### config.mk
export PLATFORM = sky130hd
export DESIGN_NAME = hdlc_rx
export DESIGN_NICKNAME = d
export VERILOG_FILES = /design/src/rtl/hdlc_rx_pkg.sv /design/src/rtl/hdlc_rx_unstuff.sv /design/src/rtl/hdlc_rx_framer.sv /design/src/rtl/hdlc_rx_fifo.sv /design/src/rtl/hdlc_rx.sv
export SDC_FILE = /design/constraint.sdc
export NUM_CORES = 1
export LEC_CHECK = 0
export ABC_AREA = 1
export BUFFER_PORTS_ARGS = -buffer_cell sky130_fd_sc_hd__clkbuf_2
export CAP_MARGIN = 20
export CORE_MARGIN = 8
export CORE_UTILIZATION = 55
export CTS_CLUSTER_SIZE = 25
export DETAILED_ROUTE_END_ITERATION = 7
export PLACE_DENSITY = 0.73
export SLEW_MARGIN = 25
export SYNTH_ARGS = -nofsm -noshare
export SYNTH_HDL_FRONTEND = slang
export SYNTH_HIERARCHICAL = 1
export SYNTH_SLANG_ARGS = --single-unit
### constraint.sdc
create_clock -name clk -period 4 [get_ports clk]
set_input_delay 0.8 -clock clk [delete_from_list [all_inputs] [get_ports clk]]
set_output_delay 0.8 -clock clk [all_outputs]
set_load 0.005 [all_outputs]
### src/rtl/hdlc_rx_pkg.sv
package hdlc_rx_pkg;

  localparam int          FLAG_TAIL  = 6;        // destuffed bits a flag leaves behind
  localparam int          FCS_BITS   = 16;
  localparam logic [15:0] CRC_POLY   = 16'h8408; // reflected x^16+x^12+x^5+1
  localparam logic [15:0] CRC_PRESET = 16'hFFFF;
  localparam logic [15:0] CRC_GOOD   = 16'hF0B8;

  function automatic logic [15:0] crc_step(input logic [15:0] c, input logic b);
    logic [15:0] n;
    n = {1'b0, c[15:1]};
    if (c[0] ^ b) n = n ^ CRC_POLY;
    return n;
  endfunction

  function automatic logic [7:0] top_mask(input logic [2:0] n);
    logic [7:0] m;
    for (int i = 0; i < 8; i++) m[i] = (n != 3'd0) && (i >= 8 - int'(n));
    return m;
  endfunction

endpackage

### src/rtl/hdlc_rx_unstuff.sv
module hdlc_rx_unstuff (
  input  logic clk,
  input  logic rst_n,
  input  logic bit_en,
  input  logic bit_in,
  output logic dat_vld,
  output logic dat_bit,
  output logic flag_hit,
  output logic abort_hit
);
  logic [2:0] ones_q, ones_d;
  logic       infr_q, infr_d;

  always_comb begin
    ones_d    = ones_q;
    infr_d    = infr_q;
    dat_vld   = 1'b0;
    flag_hit  = 1'b0;
    abort_hit = 1'b0;
    dat_bit   = bit_in;
    if (bit_en) begin
      if (bit_in) begin
        if (ones_q >= 3'd6) begin
          ones_d = 3'd7;
          if (infr_q && ones_q == 3'd6) begin
            abort_hit = 1'b1;
            infr_d    = 1'b0;
          end
        end else begin
          ones_d  = ones_q + 3'd1;
          dat_vld = infr_q && (ones_q < 3'd5);
        end
      end else begin
        ones_d = 3'd0;
        if (ones_q == 3'd6) begin
          flag_hit = 1'b1;
          infr_d   = 1'b1;
        end else if (ones_q < 3'd5) begin
          dat_vld = infr_q;
        end
      end
    end
  end

  always_ff @(posedge clk or negedge rst_n) begin
    if (!rst_n) begin
      ones_q <= 3'd0;
      infr_q <= 1'b0;
    end else if (bit_en) begin
      ones_q <= ones_d;
      infr_q <= infr_d;
    end
  end

  p_stuff_drop_r2: assert property (@(posedge clk) disable iff (!rst_n)
    (bit_en && !bit_in && ones_q == 3'd5) |-> !dat_vld && !flag_hit);

endmodule

### src/rtl/hdlc_rx_framer.sv
module hdlc_rx_framer
  import hdlc_rx_pkg::*;
(
  input  logic       clk,
  input  logic       rst_n,
  input  logic       dat_vld,
  input  logic       dat_bit,
  input  logic       flag_hit,
  input  logic       abort_hit,
  output logic       push,
  output logic [7:0] push_data,
  output logic       resid,
  output logic [7:0] resid_code,
  output logic       crc_err
);
  localparam int DLY = FLAG_TAIL + FCS_BITS;
  localparam int CW  = $clog2(DLY + 1);

  logic [DLY-1:0] dl_q, dl_d;
  logic [CW-1:0]  dcnt_q, dcnt_d;
  logic [15:0]    crc_q, crc_d;
  logic [7:0]     asm_q, asm_d;
  logic [2:0]     acnt_q, acnt_d;
  logic           res_d, cerr_d;
  logic [7:0]     code_d;
  logic           feed_crc, feed_pay, sof, eof;

  assign feed_crc = dat_vld && (dcnt_q >= CW'(FLAG_TAIL));
  assign feed_pay = dat_vld && (dcnt_q == CW'(DLY));
  assign sof      = dat_vld && (dcnt_q == CW'(FLAG_TAIL));
  assign eof      = flag_hit && (dcnt_q == CW'(DLY));

  always_comb begin
    dl_d      = dat_vld ? {dl_q[DLY-2:0], dat_bit} : dl_q;
    dcnt_d    = (dat_vld && dcnt_q != CW'(DLY)) ? dcnt_q + CW'(1) : dcnt_q;
    crc_d     = feed_crc ? crc_step(crc_q, dl_q[FLAG_TAIL-1]) : crc_q;
    asm_d     = feed_pay ? {dl_q[DLY-1], asm_q[7:1]} : asm_q;
    acnt_d    = feed_pay ? acnt_q + 3'd1 : acnt_q;
    push      = feed_pay && (acnt_q == 3'd7);
    push_data = asm_d;
    res_d     = resid;
    code_d    = resid_code;
    cerr_d    = crc_err;
    if (sof) begin
      res_d  = 1'b0;
      cerr_d = 1'b0;
    end
    if (eof) begin
      push      = (acnt_q != 3'd0);
      push_data = asm_q & top_mask(acnt_q);
      res_d     = (acnt_q != 3'd0);
      code_d    = top_mask(acnt_q);
      cerr_d    = (crc_q != CRC_GOOD);
    end
    if (flag_hit || abort_hit) begin
      dcnt_d = '0;
      crc_d  = CRC_PRESET;
      acnt_d = 3'd0;
    end
  end

  always_ff @(posedge clk or negedge rst_n) begin
    if (!rst_n) begin
      dl_q       <= '0;
      dcnt_q     <= '0;
      crc_q      <= CRC_PRESET;
      asm_q      <= '0;
      acnt_q     <= 3'd0;
      resid      <= 1'b0;
      resid_code <= '0;
      crc_err    <= 1'b0;
    end else begin
      dl_q       <= dl_d;
      dcnt_q     <= dcnt_d;
      crc_q      <= crc_d;
      asm_q      <= asm_d;
      acnt_q     <= acnt_d;
      resid      <= res_d;
      resid_code <= code_d;
      crc_err    <= cerr_d;
    end
  end

  p_resid_mask_r4: assert property (@(posedge clk) disable iff (!rst_n)
    resid |-> (resid_code[7] && !resid_code[0]));
  p_sof_clear_r5: assert property (@(posedge clk) disable iff (!rst_n)
    sof |=> (!resid && !crc_err));
  p_status_hold_r5: assert property (@(posedge clk) disable iff (!rst_n)
    (!sof && !eof) |=> ($stable(resid) && $stable(crc_err) && $stable(resid_code)));

endmodule

### src/rtl/hdlc_rx_fifo.sv
module hdlc_rx_fifo #(
  parameter int DEPTH = 4,
  localparam int AW = (DEPTH > 1) ? $clog2(DEPTH) : 1,
  localparam int CW = $clog2(DEPTH + 1)
) (
  input  logic          clk,
  input  logic          rst_n,
  input  logic          push,
  input  logic [7:0]    wdata,
  input  logic          pop,
  input  logic          err_clr,
  output logic [7:0]    head,
  output logic [CW-1:0] count,
  output logic          overrun
);
  logic [7:0]    mem [DEPTH];
  logic [AW-1:0] wp_q, wp_d, rp_q, rp_d;
  logic [CW-1:0] cnt_d;
  logic          ovr_d, do_push, do_pop;

  function automatic logic [AW-1:0] inc(input logic [AW-1:0] p);
    return (p == AW'(DEPTH - 1)) ? '0 : p + AW'(1);
  endfunction

  always_comb begin
    do_pop  = pop && (count != '0);
    do_push = push && ((count != CW'(DEPTH)) || do_pop);
    wp_d    = do_push ? inc(wp_q) : wp_q;
    rp_d    = do_pop ? inc(rp_q) : rp_q;
    cnt_d   = count + CW'(do_push) - CW'(do_pop);
    ovr_d   = overrun;
    if (err_clr) ovr_d = 1'b0;
    if (push && !do_push) ovr_d = 1'b1;
  end

  always_ff @(posedge clk or negedge rst_n) begin
    if (!rst_n) begin
      wp_q    <= '0;
      rp_q    <= '0;
      count   <= '0;
      overrun <= 1'b0;
    end else begin
      wp_q    <= wp_d;
      rp_q    <= rp_d;
      count   <= cnt_d;
      overrun <= ovr_d;
    end
  end

  always_ff @(posedge clk) begin
    if (do_push) mem[wp_q] <= wdata;
  end

  assign head = mem[rp_q];

  p_no_overflow_r8: assert property (@(posedge clk) disable iff (!rst_n)
    count <= CW'(DEPTH));
  p_overrun_sticky_r8: assert property (@(posedge clk) disable iff (!rst_n)
    (overrun && !err_clr) |=> overrun);
  p_empty_read_r7: assert property (@(posedge clk) disable iff (!rst_n)
    (count == '0 && pop && !push) |=> (count == '0));

endmodule

### src/rtl/hdlc_rx.sv
module hdlc_rx #(
  parameter int DEPTH = 4,
  localparam int CW = $clog2(DEPTH + 1)
) (
  input  logic          clk,
  input  logic          rst_n,
  input  logic          bit_en_i,
  input  logic          bit_i,
  input  logic          rd_en_i,
  input  logic          err_clr_i,
  input  logic [CW-1:0] irq_thresh_i,
  output logic [7:0]    rd_data_o,
  output logic          rx_avail_o,
  output logic          crc_err_o,
  output logic          resid_o,
  output logic [7:0]    resid_code_o,
  output logic          overrun_o,
  output logic          irq_o
);
  logic          dat_vld, dat_bit, flag_hit, abort_hit;
  logic          push;
  logic [7:0]    push_data;
  logic [CW-1:0] count;

  hdlc_rx_unstuff u_unstuff (
    .clk(clk), .rst_n(rst_n), .bit_en(bit_en_i), .bit_in(bit_i),
    .dat_vld(dat_vld), .dat_bit(dat_bit), .flag_hit(flag_hit), .abort_hit(abort_hit)
  );

  hdlc_rx_framer u_framer (
    .clk(clk), .rst_n(rst_n), .dat_vld(dat_vld), .dat_bit(dat_bit),
    .flag_hit(flag_hit), .abort_hit(abort_hit), .push(push), .push_data(push_data),
    .resid(resid_o), .resid_code(resid_code_o), .crc_err(crc_err_o)
  );

  hdlc_rx_fifo #(.DEPTH(DEPTH)) u_fifo (
    .clk(clk), .rst_n(rst_n), .push(push), .wdata(push_data), .pop(rd_en_i),
    .err_clr(err_clr_i), .head(rd_data_o), .count(count), .overrun(overrun_o)
  );

  assign rx_avail_o = (count != '0);
  assign irq_o      = (count > irq_thresh_i);

  p_irq_zero_thresh_r9: assert property (@(posedge clk) disable iff (!rst_n)
    (irq_thresh_i == '0) |-> (irq_o == rx_avail_o));
  p_push_avail_r7: assert property (@(posedge clk) disable iff (!rst_n)
    (push && !rd_en_i) |=> rx_avail_o);
  p_errclr_keeps_crc_r6: assert property (@(posedge clk) disable iff (!rst_n)
    (err_clr_i && !dat_vld && !flag_hit) |=> $stable(crc_err_o));

endmodule

==> results.txt, run 1 <==
----------------------------------------------------
[Pwr]
  Leak ... 0.00276 uW
  Overall power consumption ... about 3300 uW
  Worst IR Drop VDD ... about 0.35 mV
  Power density cells ... 583 nW/um^2

[Clock tree]
  Clock Root Buffer ... sky130_fd_sc_hd__clkbuf_8
  Clock Latency Late Sink ... roughly 0.36 ns
  Clk pin slew, worst setup/hold paths ... 0.10 ns
  Deepest level of the CTS H-tree ... 3
  CTS sink count ... roughly 110
  Maximum root-to-sink buffer count ... 2
  Clock tree from TritonCTS ... yes
  Inserted Clock Buffers ... 9
  Count of instances resized after the clock tree is built ... 0
  Hold buffer count at CTS ... 0
  Post-CTS Setup Repair Bufs ... 0

[Synth]
  Xor and xnor area share after synthesis ... 0.00997
  Syn_nets ... roughly 600
  Share of synthesized area spent on multiplexers ... 0
  Count of different cell masters after synthesis ... 34
  Simple-gate portion of the synthesized area ... 0.223
  YS warnings ... 6
  Cell area after synthesis ... between 5000 and 6000 sq um
  Flop and latch count out of synthesis ... roughly 110
  Compound-Gate Fraction of Synth Area ... 0.0769
  Main combinational cell family by area after synthesis ... simple AND/OR/NAND/NOR gates
  Average size of a mapped cell ... about 9 sq um
  Adder-cell share of the synthesized area ... 0.0536
  Number of standard cells after synthesis ... between 500 and 600
  Share of the yosys chip area belonging to registers ... 0.547

[Worst setup path]
  CP delay by family, top ... simple AND/OR/NAND/NOR gates
  Crit path kind ... register to register
  Worst-path fanout max ... 22
  Critical Path Source Type ... register
  Setup crit end kind ... register
  Number of buffers and inverters on the critical path ... 4
  Critical Path Max Stage Delay ... roughly 0.42 ns
  Endpoint required time on the critical path ... ~4.3 ns
  Critical Path, Cell by Cell ... inv_1 > ha_1 > nand2_1 > nor2_1 > nor2_1 > inv_1 > nor2_4 > nand3_1 > nand2_1 > nand2_4 > ha_1 > inv_1 > ha_1 > inv_1 > fa_1 > nand2_1 > nand2_1
  Slowest-stage cell, CP ... sky130_fd_sc_hd__nor2_4
  Arrival time of data at the critical path endpoint ... 3.49 ns
  Reg-to-reg slack, setup ... just under 0.8 ns

[Status]
  Outcome ... finished, final reports clean

[Finish]
  Commonest cells after routing, fill and taps aside ... 135 x sky130_fd_sc_hd__nand2_1, 83 x sky130_fd_sc_hd__inv_1, 59 x sky130_fd_sc_hd__dfrtp_1, 40 x sky130_fd_sc_hd__o21ai_0, 35 x sky130_fd_sc_hd__nand3_1
  Layout Area Growth over Synthesis ... 7.41%
  Ratio of cells with drive above 1 in the final layout ... 0.162
  Most common library cell in the layout ignoring fill and taps ... sky130_fd_sc_hd__nand2_1
  Layout net count ... slightly above 600
  Final Instance Count excl. Fillers ... 726
  Antenna Diode Count ... 0
  Share of the core filled with cells ... 0.610

[Die]
  Die area ... roughly 13,000 sq um
  Boundary Pins ... 30
  Placement Rows ... 35
  Core box area ... between 9000 and 10,000 sq um
  Die width ... roughly 110 microns
  Height of the die ... approximately 110 microns
  Initial Util ... 0.568

[Route]
  Average via count per standard cell ... ~5
  Pre-Repair DR Iteration Count ... 4
  Antenna viol nets, final ... 0
  Number of DRC violations after detailed-routing iteration 0 ... around 170
  Detailed-route wire length per cell ... around 13 microns
  Routed wire length ... 9400 microns
  Drc violations ... 0
  Vias post-DR ... around 3,700

[Timing]
  Endpoints failing setup ... 0
  Final critical-path share of the clock period ... 0.805
  Final hold viol count ... 0
  Minimum clock period ... around 3.2 ns
  Post-route clock skew ... ~0.0094 ns
  Fmax ... slightly above 0.3 GHz
  Max-slew violation total from the final report ... 0
  Unrepaired setup endpoints after global routing ... false
  Relative slew margins ... 0.555
  Total negative slack ... 0 ns
  Worst slew pin tran ... about 0.67 ns

[Global route]
  Global-route usage over all layers ... 0.158
  Remaining Overflow, GRT ... 0
  First-pass GRT wire length ... approximately 17,000 microns
  Number of antenna violations at the first check in global routing ... 0
  Vias in the first global route ... 3,720
  Maximum number of pins on one net before global-route repair ... between 70 and 80

[Placement]
  # port buffers ... 29
  Placer Congestion ... 0.844
  Count of placed standard cells including taps ... 710
  Post-detailed-placement half-perimeter wirelength ... between 6000 and 7000 microns

[Worst hold path]
  Worst min path class ... input pin to async pin

[Job]
  Max-capacitance violation count ... 0

----------------------------------------------------
## report_power, final
| part | total [uW] | switching, uW | internal [uW] | leakage [uW] |
|---|---|---|---|---|
| combinational | 977 | 590 | 387 | 0.00139 |
| sequential | 1640 | 238 | 1400 | 0.00127 |
| clock | 684 | 380 | 304 | 0.000105 |
## sequential cells by signal, summed over array words and instances (netlist names), 5 cells and up
register and count:
u_framer/resid_code 8, u_framer/crc_q 16, u_fifo/mem 32, u_framer/dcnt_q 5
u_framer/dl_q 22, u_framer/asm_q 8
## layer usage
layer / part of all wire / vias to the layer above / GRT usage
met5: 0 / - / 0
met4: 0.0084 / 0 / 0.0665
met3: 0.034 / 10 / 0.0291
met2: 0.52 / 55 / 0.276
met1: 0.44 / 1747 / 0.186
li1: - / 1860 / -
## per-stage QoR
stage / worst slack, ns / instance area [sq um] / hold WS (ns)
3_3_place_gp: 0.642 / 5440 / 0.455
6_report: 0.780 / 5660 / 0.431
5_1_grt: 0.395 / 5660 / 0.489
4_1_cts: 0.779 / 5660 / 0.491
3_5_place_dp: 0.523 / 5440 / 0.466
2_1_floorplan: 1.07 / 5270 / 0.442
## cell families after synthesis
| logic type | Yosys count |
|---|---|
| AO/OA/AOI/OAI | 74 |
| buffers and inverters | 107 |
| flip-flops | 108 |
| XOR/XNOR | 6 |
| AND/OR/NAND/NOR | 254 |
| adder cells (fa/ha/maj) | 22 |
## cells in the mapped netlist, drive strengths merged
cell / number / share of area
xnor2: 2 / 0.0033
nor3: 8 / 0.0076
inv: 87 / 0.062
a21oi: 10 / 0.010
clkbuf: 5 / 0.0036
xor2: 4 / 0.0066
dfstp: 16 / 0.080
and2: 8 / 0.0095
o211ai: 9 / 0.013
nand2: 150 / 0.12
nor2: 42 / 0.039
o21ai: 54 / 0.053
ha: 21 / 0.050
buf: 15 / 0.024
o22ai: 1 / 0.0012
nand4: 8 / 0.0095
or2: 1 / 0.0012
edfxtp: 32 / 0.18
dfrtp: 60 / 0.28
nand3: 37 / 0.038
fa: 1 / 0.0038
## cell type report
cell class / instances / area (sq um)
Tap cell: 129 / 161
Clock buffer: 9 / 124
Fill cell: 790 / 3620
Sequential cell: 108 / 2880
Clock inverter: 7 / 91.3
Timing Repair Buffer: 30 / 159
Multi-Input combinational cell: 356 / 1920
Inverter: 87 / 327
## path summary, 6_finish.rpt
path	start	to	cells past startpoint
worst max-delay path	u_unstuff/ones_q[0]$_DFFE_PN0P_	u_fifo/count[2]$_DFF_PN0_	17
worst min-delay path	rst_n	u_unstuff/ones_q[2]$_DFFE_PN0P_	1
worst max register to register	u_unstuff/ones_q[0]$_DFFE_PN0P_	u_fifo/count[2]$_DFF_PN0_	17
worst min register to register	u_framer/dl_q[6]$_DFFE_PN0P_	u_framer/dl_q[6]$_DFFE_PN0P_	2
max in group asynchronous	rst_n	u_fifo/rp_q[0]$_DFFE_PN0N_	1
min in group clk	u_framer/dl_q[6]$_DFFE_PN0P_	u_framer/dl_q[6]$_DFFE_PN0P_	2
Note: power is estimated with default switching activity, not from simulation.
==> run 2: changes to the inputs <==
Clock period 4 ns to 3.3 ns, I/O delays scaled along.
==> results.txt, run 2 (synthesized netlist as in run 1, its figures left out) <==
----------------------------------------------------
[Status]
  Outcome ... finished, final reports clean (unchanged)

[Worst setup path]
  Worst-path fanout max ... 21 (was 22)
  Crit path kind ... register to register (unchanged)
  Arrival time of data at the critical path endpoint ... 3.12 ns (was 3.49 ns)
  Endpoint required time on the critical path ... 3.55 ns (was 4.27 ns)
  Setup crit end kind ... register (unchanged)
  Critical Path Source Type ... register (unchanged)

[Route]
  Vias post-DR ... 3,617 (was 3,672)
  Drc violations ... 0 (unchanged)
  Pre-Repair DR Iteration Count ... 4 (unchanged)
  Number of DRC violations after detailed-routing iteration 0 ... 202 (was 165)
  Detailed-route wire length per cell ... 12.4 microns (was 12.9 microns)
  Routed wire length ... 9090 microns (was 9400 microns)
  Average via count per standard cell ... 4.93 (was 5.06)
  Antenna viol nets, final ... 0 (unchanged)

[Die]
  Initial Util ... 0.568 (unchanged)
  Height of the die ... 114 microns (unchanged)
  Die width ... 114 microns (unchanged)
  Core box area ... 9280 sq um (unchanged)
  Boundary Pins ... 30 (unchanged)
  Die area ... 13,000 sq um (unchanged)
  Placement Rows ... 35 (unchanged)

[Finish]
  Layout Area Growth over Synthesis ... 8.12% (was 7.41%)
  Register ranked first by flip-flop count ... u_fifo/mem (unchanged)
  Layout net count ... 630 (was 623)
  Most common library cell in the layout ignoring fill and taps ... sky130_fd_sc_hd__nand2_1 (unchanged)
  Registers with the highest flip-flop counts ... u_fifo/mem: 32 flops, u_framer/dl_q: 22 flops, u_framer/crc_q: 16 flops (unchanged)
  Antenna Diode Count ... 0 (unchanged)
  Share of the core filled with cells ... 0.614 (was 0.610)
  Commonest cells after routing, fill and taps aside ... 135 x sky130_fd_sc_hd__nand2_1, 83 x sky130_fd_sc_hd__inv_1, 59 x sky130_fd_sc_hd__dfrtp_1, 40 x sky130_fd_sc_hd__o21ai_0, 35 x sky130_fd_sc_hd__nand3_1 (unchanged)
  Area used by multi-input combinational logic ... 1920 sq um (unchanged)
  Number of flip-flops in the largest register ... 32 (unchanged)
  Ratio of cells with drive above 1 in the final layout ... 0.171 (was 0.162)
  Register area ... 2880 sq um (unchanged)
  Count of fill cells added during filler insertion ... 805 (was 790)

[Timing]
  Endpoints failing setup ... 0 (unchanged)
  Minimum clock period ... 2.87 ns (was 3.22 ns)
  Total negative slack ... 0 ns (unchanged)
  Final critical-path share of the clock period ... 0.868 (was 0.805)
  Fmax ... 0.349 GHz (was 0.311 GHz)
  Relative slew margins ... 0.553 (was 0.555)
  Worst slew pin tran ... 0.670 ns (was 0.667 ns)
  Unrepaired setup endpoints after global routing ... false (unchanged)
  Post-route clock skew ... 0.0131 ns (was 0.00944 ns)
  Final hold viol count ... 0 (unchanged)
  Max-slew violation total from the final report ... 0 (unchanged)

[Placement]
  Placer Congestion ... 0.820 (was 0.844)
  # port buffers ... 29 (unchanged)
  Post-detailed-placement half-perimeter wirelength ... 6280 microns (was 6670 microns)

[Clock tree]
  Clock Latency Late Sink ... 0.36 ns (about the same)
  Count of instances resized after the clock tree is built ... 0 (unchanged)
  Clk pin slew, worst setup/hold paths ... 0.10 ns (about the same)
  Hold buffer count at CTS ... 0 (unchanged)
  Clock Root Buffer ... sky130_fd_sc_hd__clkbuf_8 (unchanged)
  Maximum root-to-sink buffer count ... 2 (unchanged)
  Deepest level of the CTS H-tree ... 3 (unchanged)
  Clock tree from TritonCTS ... yes (unchanged)
  Post-CTS Setup Repair Bufs ... 0 (unchanged)
  Inserted Clock Buffers ... 9 (unchanged)
  CTS sink count ... 108 (unchanged)

[Global route]
  Vias in the first global route ... 3,524 (was 3,720)
  Maximum number of pins on one net before global-route repair ... 77 (unchanged)
  Global-route usage over all layers ... 0.150 (was 0.158)
  Number of antenna violations at the first check in global routing ... 0 (unchanged)
  First-pass GRT wire length ... 15,900 microns (was 16,600 microns)
  Remaining Overflow, GRT ... 0 (unchanged)

[Pwr]
  Leak ... 0.00279 uW (was 0.00276 uW)
  Net Switching ... 1420 uW (was 1210 uW)
  Sequential cell fraction of total power ... 0.503 (was 0.497)
  Worst IR Drop VDD ... 0.376 mV (was 0.347 mV)
  Cell internal power dissipation ... 2530 uW (was 2100 uW)
  Clock Power Share ... 0.201 (was 0.207)
  Overall power consumption ... 3950 uW (was 3300 uW)
  Logic gate share of total power ... 0.296 (about the same)
  Fraction of power spent switching nets ... 0.360 (was 0.366)
  Power density cells ... 693 nW/um^2 (was 583 nW/um^2)

[Worst hold path]
  Worst min path class ... input pin to async pin (unchanged)

[Job]
  Max-capacitance violation count ... 0 (unchanged)

----------------------------------------------------
run 2: path summary, 6_finish.rpt:
| check | slack, ns | cells past startpoint | from | to |
|---|---|---|---|---|
| max in group asynchronous | 2.51 | 1 | rst_n | u_fifo/rp_q[0]$_DFFE_PN0N_ |
| hold reg to reg | 0.48 | 2 | u_framer/dl_q[6]$_DFFE_PN0P_ | u_framer/dl_q[6]$_DFFE_PN0P_ |
| setup reg to reg | 0.43 | 16 | u_unstuff/ones_q[0]$_DFFE_PN0P_ | u_fifo/count[2]$_DFF_PN0_ |
| hold / removal | 0.31 | 1 | rst_n | u_framer/dl_q[3]$_DFFE_PN0P_ |
| setup / recovery | 0.43 | 16 | u_unstuff/ones_q[0]$_DFFE_PN0P_ | u_fifo/count[2]$_DFF_PN0_ |
| min in group clk | 0.47 | 2 | err_clr_i | u_fifo/overrun$_DFFE_PN0P_ |
run 2: stage by stage:
stage,cell area [sq um],cells,hold WS (ns),setup WS [ns]
finish,5700,733,0.307,0.434
global route,5700,733,0.366,0.229
CTS,5690,733,0.463,0.445
detailed placement,5490,717,0.465,0.351
global placement,5490,717,0.460,0.436
floorplan,5270,571,0.364,0.503
run 2: routing by layer:
metal  GRT usage  share of wire  up-vias
met5           0              0        -
met4      0.0621          0.012        0
met3      0.0259          0.031       11
met2       0.252           0.48       43
met1       0.188           0.47     1687
li1            -              -     1876
run 2: cell type report:
class                           count  share of cell area
Clock buffer                        9              0.0217
Clock inverter                      7              0.0134
Inverter                           87              0.0573
Multi-Input combinational cell    356               0.336
Sequential cell                   108               0.506
Tap cell                          129              0.0283
Timing Repair Buffer               37              0.0371
run 2: power groups by stage:
stage	combinational, uW	clock, uW	sequential, uW
after floorplan	1040	0	1880
after detailed placement	1170	0	2010
final	1170	792	1990
after global placement	1130	0	2000
after CTS	1180	825	1990
after global routing	1380	873	2040
run 2: worst max-delay path, cell delays in order (launching register included):
cell                      delay (ns)
sky130_fd_sc_hd__dfrtp_1        0.39
sky130_fd_sc_hd__inv_1          0.09
sky130_fd_sc_hd__ha_1           0.22
sky130_fd_sc_hd__nand4_1        0.12
sky130_fd_sc_hd__inv_1          0.12
sky130_fd_sc_hd__nand3_4        0.12
sky130_fd_sc_hd__buf_4          0.25
sky130_fd_sc_hd__nand3_1        0.10
sky130_fd_sc_hd__nand2_1        0.18
sky130_fd_sc_hd__nand2_4        0.10
sky130_fd_sc_hd__ha_1           0.29
sky130_fd_sc_hd__inv_1          0.07
sky130_fd_sc_hd__ha_1           0.14
sky130_fd_sc_hd__inv_1          0.05
sky130_fd_sc_hd__fa_1           0.37
sky130_fd_sc_hd__nand2_1        0.08
sky130_fd_sc_hd__nand2_1        0.06
==> run 3: changes to the inputs <==
Settings changed: ABC_AREA 1 to default, CORE_MARGIN 8 to default, CORE_UTILIZATION 55 to 45, PLACE_DENSITY 0.73 to default.
==> results.txt, run 3 <==
----------------------------------------------------
[Status]
  Outcome ... finished, final reports clean (unchanged)

[Finish]
  Area of all placed cells without fillers ... 5530 sq um (was 5700 sq um)
  Registers with the highest flip-flop counts ... u_fifo/mem: 32 flops, u_framer/dl_q: 22 flops, u_framer/crc_q: 16 flops (unchanged)
  Register ranked first by flip-flop count ... u_fifo/mem (unchanged)
  Commonest cells after routing, fill and taps aside ... 78 x sky130_fd_sc_hd__nand2_1, 60 x sky130_fd_sc_hd__dfrtp_1, 32 x sky130_fd_sc_hd__edfxtp_1, 28 x sky130_fd_sc_hd__clkbuf_2 (was 135 x sky130_fd_sc_hd__nand2_1, 83 x sky130_fd_sc_hd__inv_1, 59 x sky130_fd_sc_hd__dfrtp_1, 40 x sky130_fd_sc_hd__o21ai_0, 35 x sky130_fd_sc_hd__nand3_1)
  Ratio of cells with drive above 1 in the final layout ... 0.266 (was 0.171)
  Most common library cell in the layout ignoring fill and taps ... sky130_fd_sc_hd__nand2_1 (unchanged)
  Layout net count ... 477 (was 630)
  Layout Area Growth over Synthesis ... 9.26% (was 8.12%)
  Number of flip-flops in the largest register ... 32 (unchanged)
  Antenna Diode Count ... 0 (unchanged)

[Worst setup path]
  Worst-path fanout max ... 7 (was 21)
  Arrival time of data at the critical path endpoint ... 3.24 ns (was 3.12 ns)
  First element of the critical path ... u_unstuff/ones_q[1]$_DFFE_PN0P_ (was u_unstuff/ones_q[0]$_DFFE_PN0P_)
  Startpoint of the worst-slack reg-to-reg timing path ... u_unstuff/ones_q[1]$_DFFE_PN0P_ (was u_unstuff/ones_q[0]$_DFFE_PN0P_)
  Critical Path Source Type ... register (unchanged)
  Crit path kind ... register to register (unchanged)
  Setup crit end kind ... register (unchanged)
  Reg-to-reg slack, setup ... 0.31 ns (was 0.43 ns)
  Endpoint required time on the critical path ... 3.55 ns (about the same)

[Timing]
  PnR worst setup slack ... 0.314 ns (was 0.434 ns)
  Unrepaired setup endpoints after global routing ... false (unchanged)
  Fmax ... 0.335 GHz (was 0.349 GHz)
  Relative slew margins ... 0.379 (was 0.553)
  Total negative slack ... 0 ns (unchanged)
  Final hold viol count ... 0 (unchanged)
  Endpoints failing setup ... 0 (unchanged)
  Minimum clock period ... 2.99 ns (was 2.87 ns)
  Worst slew pin tran ... 0.928 ns (was 0.670 ns)
  Final critical-path share of the clock period ... 0.905 (was 0.868)
  Worst-case hold slack ... 0.319 ns (was 0.307 ns)
  Max-slew violation total from the final report ... 0 (unchanged)
  Post-route clock skew ... 0.0144 ns (was 0.0131 ns)

[Clock tree]
  Clk pin slew, worst setup/hold paths ... 0.10 ns (about the same)
  Clock Latency Late Sink ... 0.37 ns (was 0.36 ns)
  Inserted Clock Buffers ... 9 (unchanged)
  Clock tree from TritonCTS ... yes (unchanged)
  CTS sink count ... 108 (unchanged)
  Deepest level of the CTS H-tree ... 3 (unchanged)
  Maximum root-to-sink buffer count ... 2 (unchanged)
  Clock Root Buffer ... sky130_fd_sc_hd__clkbuf_8 (unchanged)
  Post-CTS Setup Repair Bufs ... 0 (unchanged)

[Placement]
  Worst slack at placement ... 0.246 ns (was 0.351 ns)
  Placer Congestion ... 0.814 (was 0.820)
  # port buffers ... 29 (unchanged)
  Placed inst area ... 5340 sq um (was 5490 sq um)
  Post-detailed-placement half-perimeter wirelength ... 6110 microns (was 6280 microns)

[Global route]
  Global-route usage over all layers ... 0.169 (was 0.150)
  Global route hottest layer ... met2 (unchanged)
  Maximum number of pins on one net before global-route repair ... 77 (unchanged)
  Met3 GRT Util ... 0.0313 (was 0.0259)
  Met2 capacity usage during global routing ... 0.287 (was 0.252)
  Vias in the first global route ... 3,178 (was 3,524)
  Number of antenna violations at the first check in global routing ... 0 (unchanged)
  Remaining Overflow, GRT ... 0 (unchanged)
  GR Layer Usage met1 ... 0.219 (was 0.188)
  First-pass GRT wire length ... 15,300 microns (was 15,900 microns)

[Die]
  Placement Rows ... 38 (was 35)
  Die width ... 108 microns (was 114 microns)
  Die area ... 11,700 sq um (was 13,000 sq um)
  Height of the die ... 108 microns (was 114 microns)
  Core box area ... 10,900 sq um (was 9280 sq um)
  Boundary Pins ... 30 (unchanged)
  Initial Util ... 0.465 (was 0.568)

[Route]
  Pre-Repair DR Iteration Count ... 6 (was 4)
  Drc violations ... 0 (unchanged)
  Detailed-route wire length per cell ... 15.0 microns (was 12.4 microns)
  Vias post-DR ... 3,126 (was 3,617)
  Number of DRC violations after detailed-routing iteration 0 ... 160 (was 202)
  Average via count per standard cell ... 5.29 (was 4.93)
  Antenna viol nets, final ... 0 (unchanged)
  Routed wire length ... 8870 microns (was 9090 microns)

[Pwr]
  Leak ... 0.00241 uW (was 0.00279 uW)
  Worst IR Drop VDD ... 0.360 mV (was 0.376 mV)
  Power density cells ... 631 nW/um^2 (was 693 nW/um^2)

[Synth]
  Top FF cell, synth ... sky130_fd_sc_hd__dfrtp_1 (unchanged)
  YS warnings ... 6 (unchanged)
  Fraction of synthesized cell area taken by the top area cell type ... 0.296 (was 0.285)
  Simple-gate portion of the synthesized area ... 0.150 (was 0.223)
  Count of flip-flops with a built-in enable after synthesis ... 32 (unchanged)
  Average size of a mapped cell ... 12.1 sq um (was 9.23 sq um)
  Compound-Gate Fraction of Synth Area ... 0.0820 (was 0.0769)
  Share of synthesized area spent on multiplexers ... 0.0926 (was 0)
  Number of standard cells after synthesis ... 417 (was 571)
  Xor and xnor area share after synthesis ... 0.0138 (was 0.00997)
  Fraction of synthesis flops using an asynchronous set or reset pin ... 0.704 (unchanged)
  Main combinational cell family by area after synthesis ... simple AND/OR/NAND/NOR gates (unchanged)
  Largest cells by area after synthesis ... sky130_fd_sc_hd__dfrtp_1 30%, sky130_fd_sc_hd__edfxtp_1 19%, sky130_fd_sc_hd__dfstp_2 8.3% (was sky130_fd_sc_hd__dfrtp_1 28%, sky130_fd_sc_hd__edfxtp_1 18%, sky130_fd_sc_hd__nand2_1 9.6%)
  Flop and latch count out of synthesis ... 108 (unchanged)
  Cell type with the highest aggregate area in the netlist ... sky130_fd_sc_hd__dfrtp_1 (unchanged)
  Top post-synthesis cells by count ... 78 x sky130_fd_sc_hd__nand2_1, 60 x sky130_fd_sc_hd__dfrtp_1, 32 x sky130_fd_sc_hd__edfxtp_1 (was 135 x sky130_fd_sc_hd__nand2_1, 83 x sky130_fd_sc_hd__inv_1, 60 x sky130_fd_sc_hd__dfrtp_1)
  Count of different cell masters after synthesis ... 63 (was 34)
  Syn_nets ... 448 (was 602)
  Leading cell type by number of instances after synthesis ... sky130_fd_sc_hd__nand2_1 (unchanged)
  Cell area after synthesis ... 5060 sq um (was 5270 sq um)
  Adder-cell share of the synthesized area ... 0.0558 (was 0.0536)
  Share of the yosys chip area belonging to registers ... 0.569 (was 0.547)

[Worst hold path]
  Worst min path class ... input pin to async pin (unchanged)

[Job]
  Max-capacitance violation count ... 0 (unchanged)

----------------------------------------------------
run 3: changes by cell type in the layout (fill, tap and decap cells not counted), moves of 7 or more:
cell / change
sky130_fd_sc_hd__nand2_2: -10
sky130_fd_sc_hd__inv_1: -62
sky130_fd_sc_hd__o21ai_0: -30
sky130_fd_sc_hd__nand3_1: -13
sky130_fd_sc_hd__mux4_2: +8
sky130_fd_sc_hd__nand4_1: -7
sky130_fd_sc_hd__o211ai_1: -9
sky130_fd_sc_hd__nand2_1: -57
sky130_fd_sc_hd__mux2_2: +22
sky130_fd_sc_hd__nor2_1: -24
run 3: layer usage:
layer | up-vias | part of all wire
met2 | 57 | 0.49
met5 | - | 0
li1 | 1526 | -
met3 | 10 | 0.027
met1 | 1533 | 0.47
met4 | 0 | 0.014
run 3: where the power goes:
group / switching, uW / total, uW / internal (uW)
clock network: 462 / 749 / 287
logic: 371 / 795 / 424
registers: 275 / 1950 / 1670
run 3: cell type report:
type / count / area (sq um)
Inverter: 22 / 82.6
Multi-Input combinational cell: 268 / 2000
Tap cell: 140 / 175
Sequential cell: 108 / 2880
Fill cell: 1021 / 5350
Clock inverter: 7 / 58.8
Clock buffer: 9 / 124
Timing Repair Buffer: 37 / 211
run 3: final timing paths:
path | cells past startpoint | to
max | 15 | u_fifo/count[2]$_DFF_PN0_
min | 1 | u_framer/dl_q[5]$_DFFE_PN0P_
max reg2reg | 15 | u_fifo/count[2]$_DFF_PN0_
min reg2reg | 2 | u_framer/crc_q[12]$_DFFE_PN1P_
max in group asynchronous | 1 | u_framer/dcnt_q[1]$_DFFE_PN0P_
min in group clk | 2 | u_fifo/overrun$_DFFE_PN0P_
run 3: cell families after synthesis:
group,after synthesis
and+or+nand+nor,146
DFF,108
AOI/OAI and AO/OA,59
buffers and inverters,41
muxes,33
adders and majority gates,22
xor gates and xnor gates,8
run 3: worst max-delay path, cell delays in order (launching register included):
cell and delay (ns):
sky130_fd_sc_hd__dfrtp_1 0.47, sky130_fd_sc_hd__ha_1 0.24, sky130_fd_sc_hd__nor2b_1 0.14, sky130_fd_sc_hd__o31ai_1 0.19
sky130_fd_sc_hd__and3_1 0.22, sky130_fd_sc_hd__nand3_1 0.09, sky130_fd_sc_hd__a21oi_2 0.18, sky130_fd_sc_hd__nor2b_4 0.17
sky130_fd_sc_hd__inv_2 0.03, sky130_fd_sc_hd__ha_1 0.27, sky130_fd_sc_hd__inv_1 0.05, sky130_fd_sc_hd__ha_1 0.13
sky130_fd_sc_hd__inv_1 0.05, sky130_fd_sc_hd__fa_1 0.37, sky130_fd_sc_hd__xnor2_1 0.14, sky130_fd_sc_hd__xnor2_1 0.13
run 3: what timing repair did:
action	CTS	global route
setup endpoints to repair	0	1
gates resized for setup	0	1
hold buffers	0	0
run 3: per-stage QoR:
step                instances  power, uW  utilization
floorplan                 417       2580            -
global placement          575       2750        0.491
detailed placement        575       2780        0.491
CTS                       591       3540        0.508
global route              591       3740        0.508
finish                    591       3490        0.508
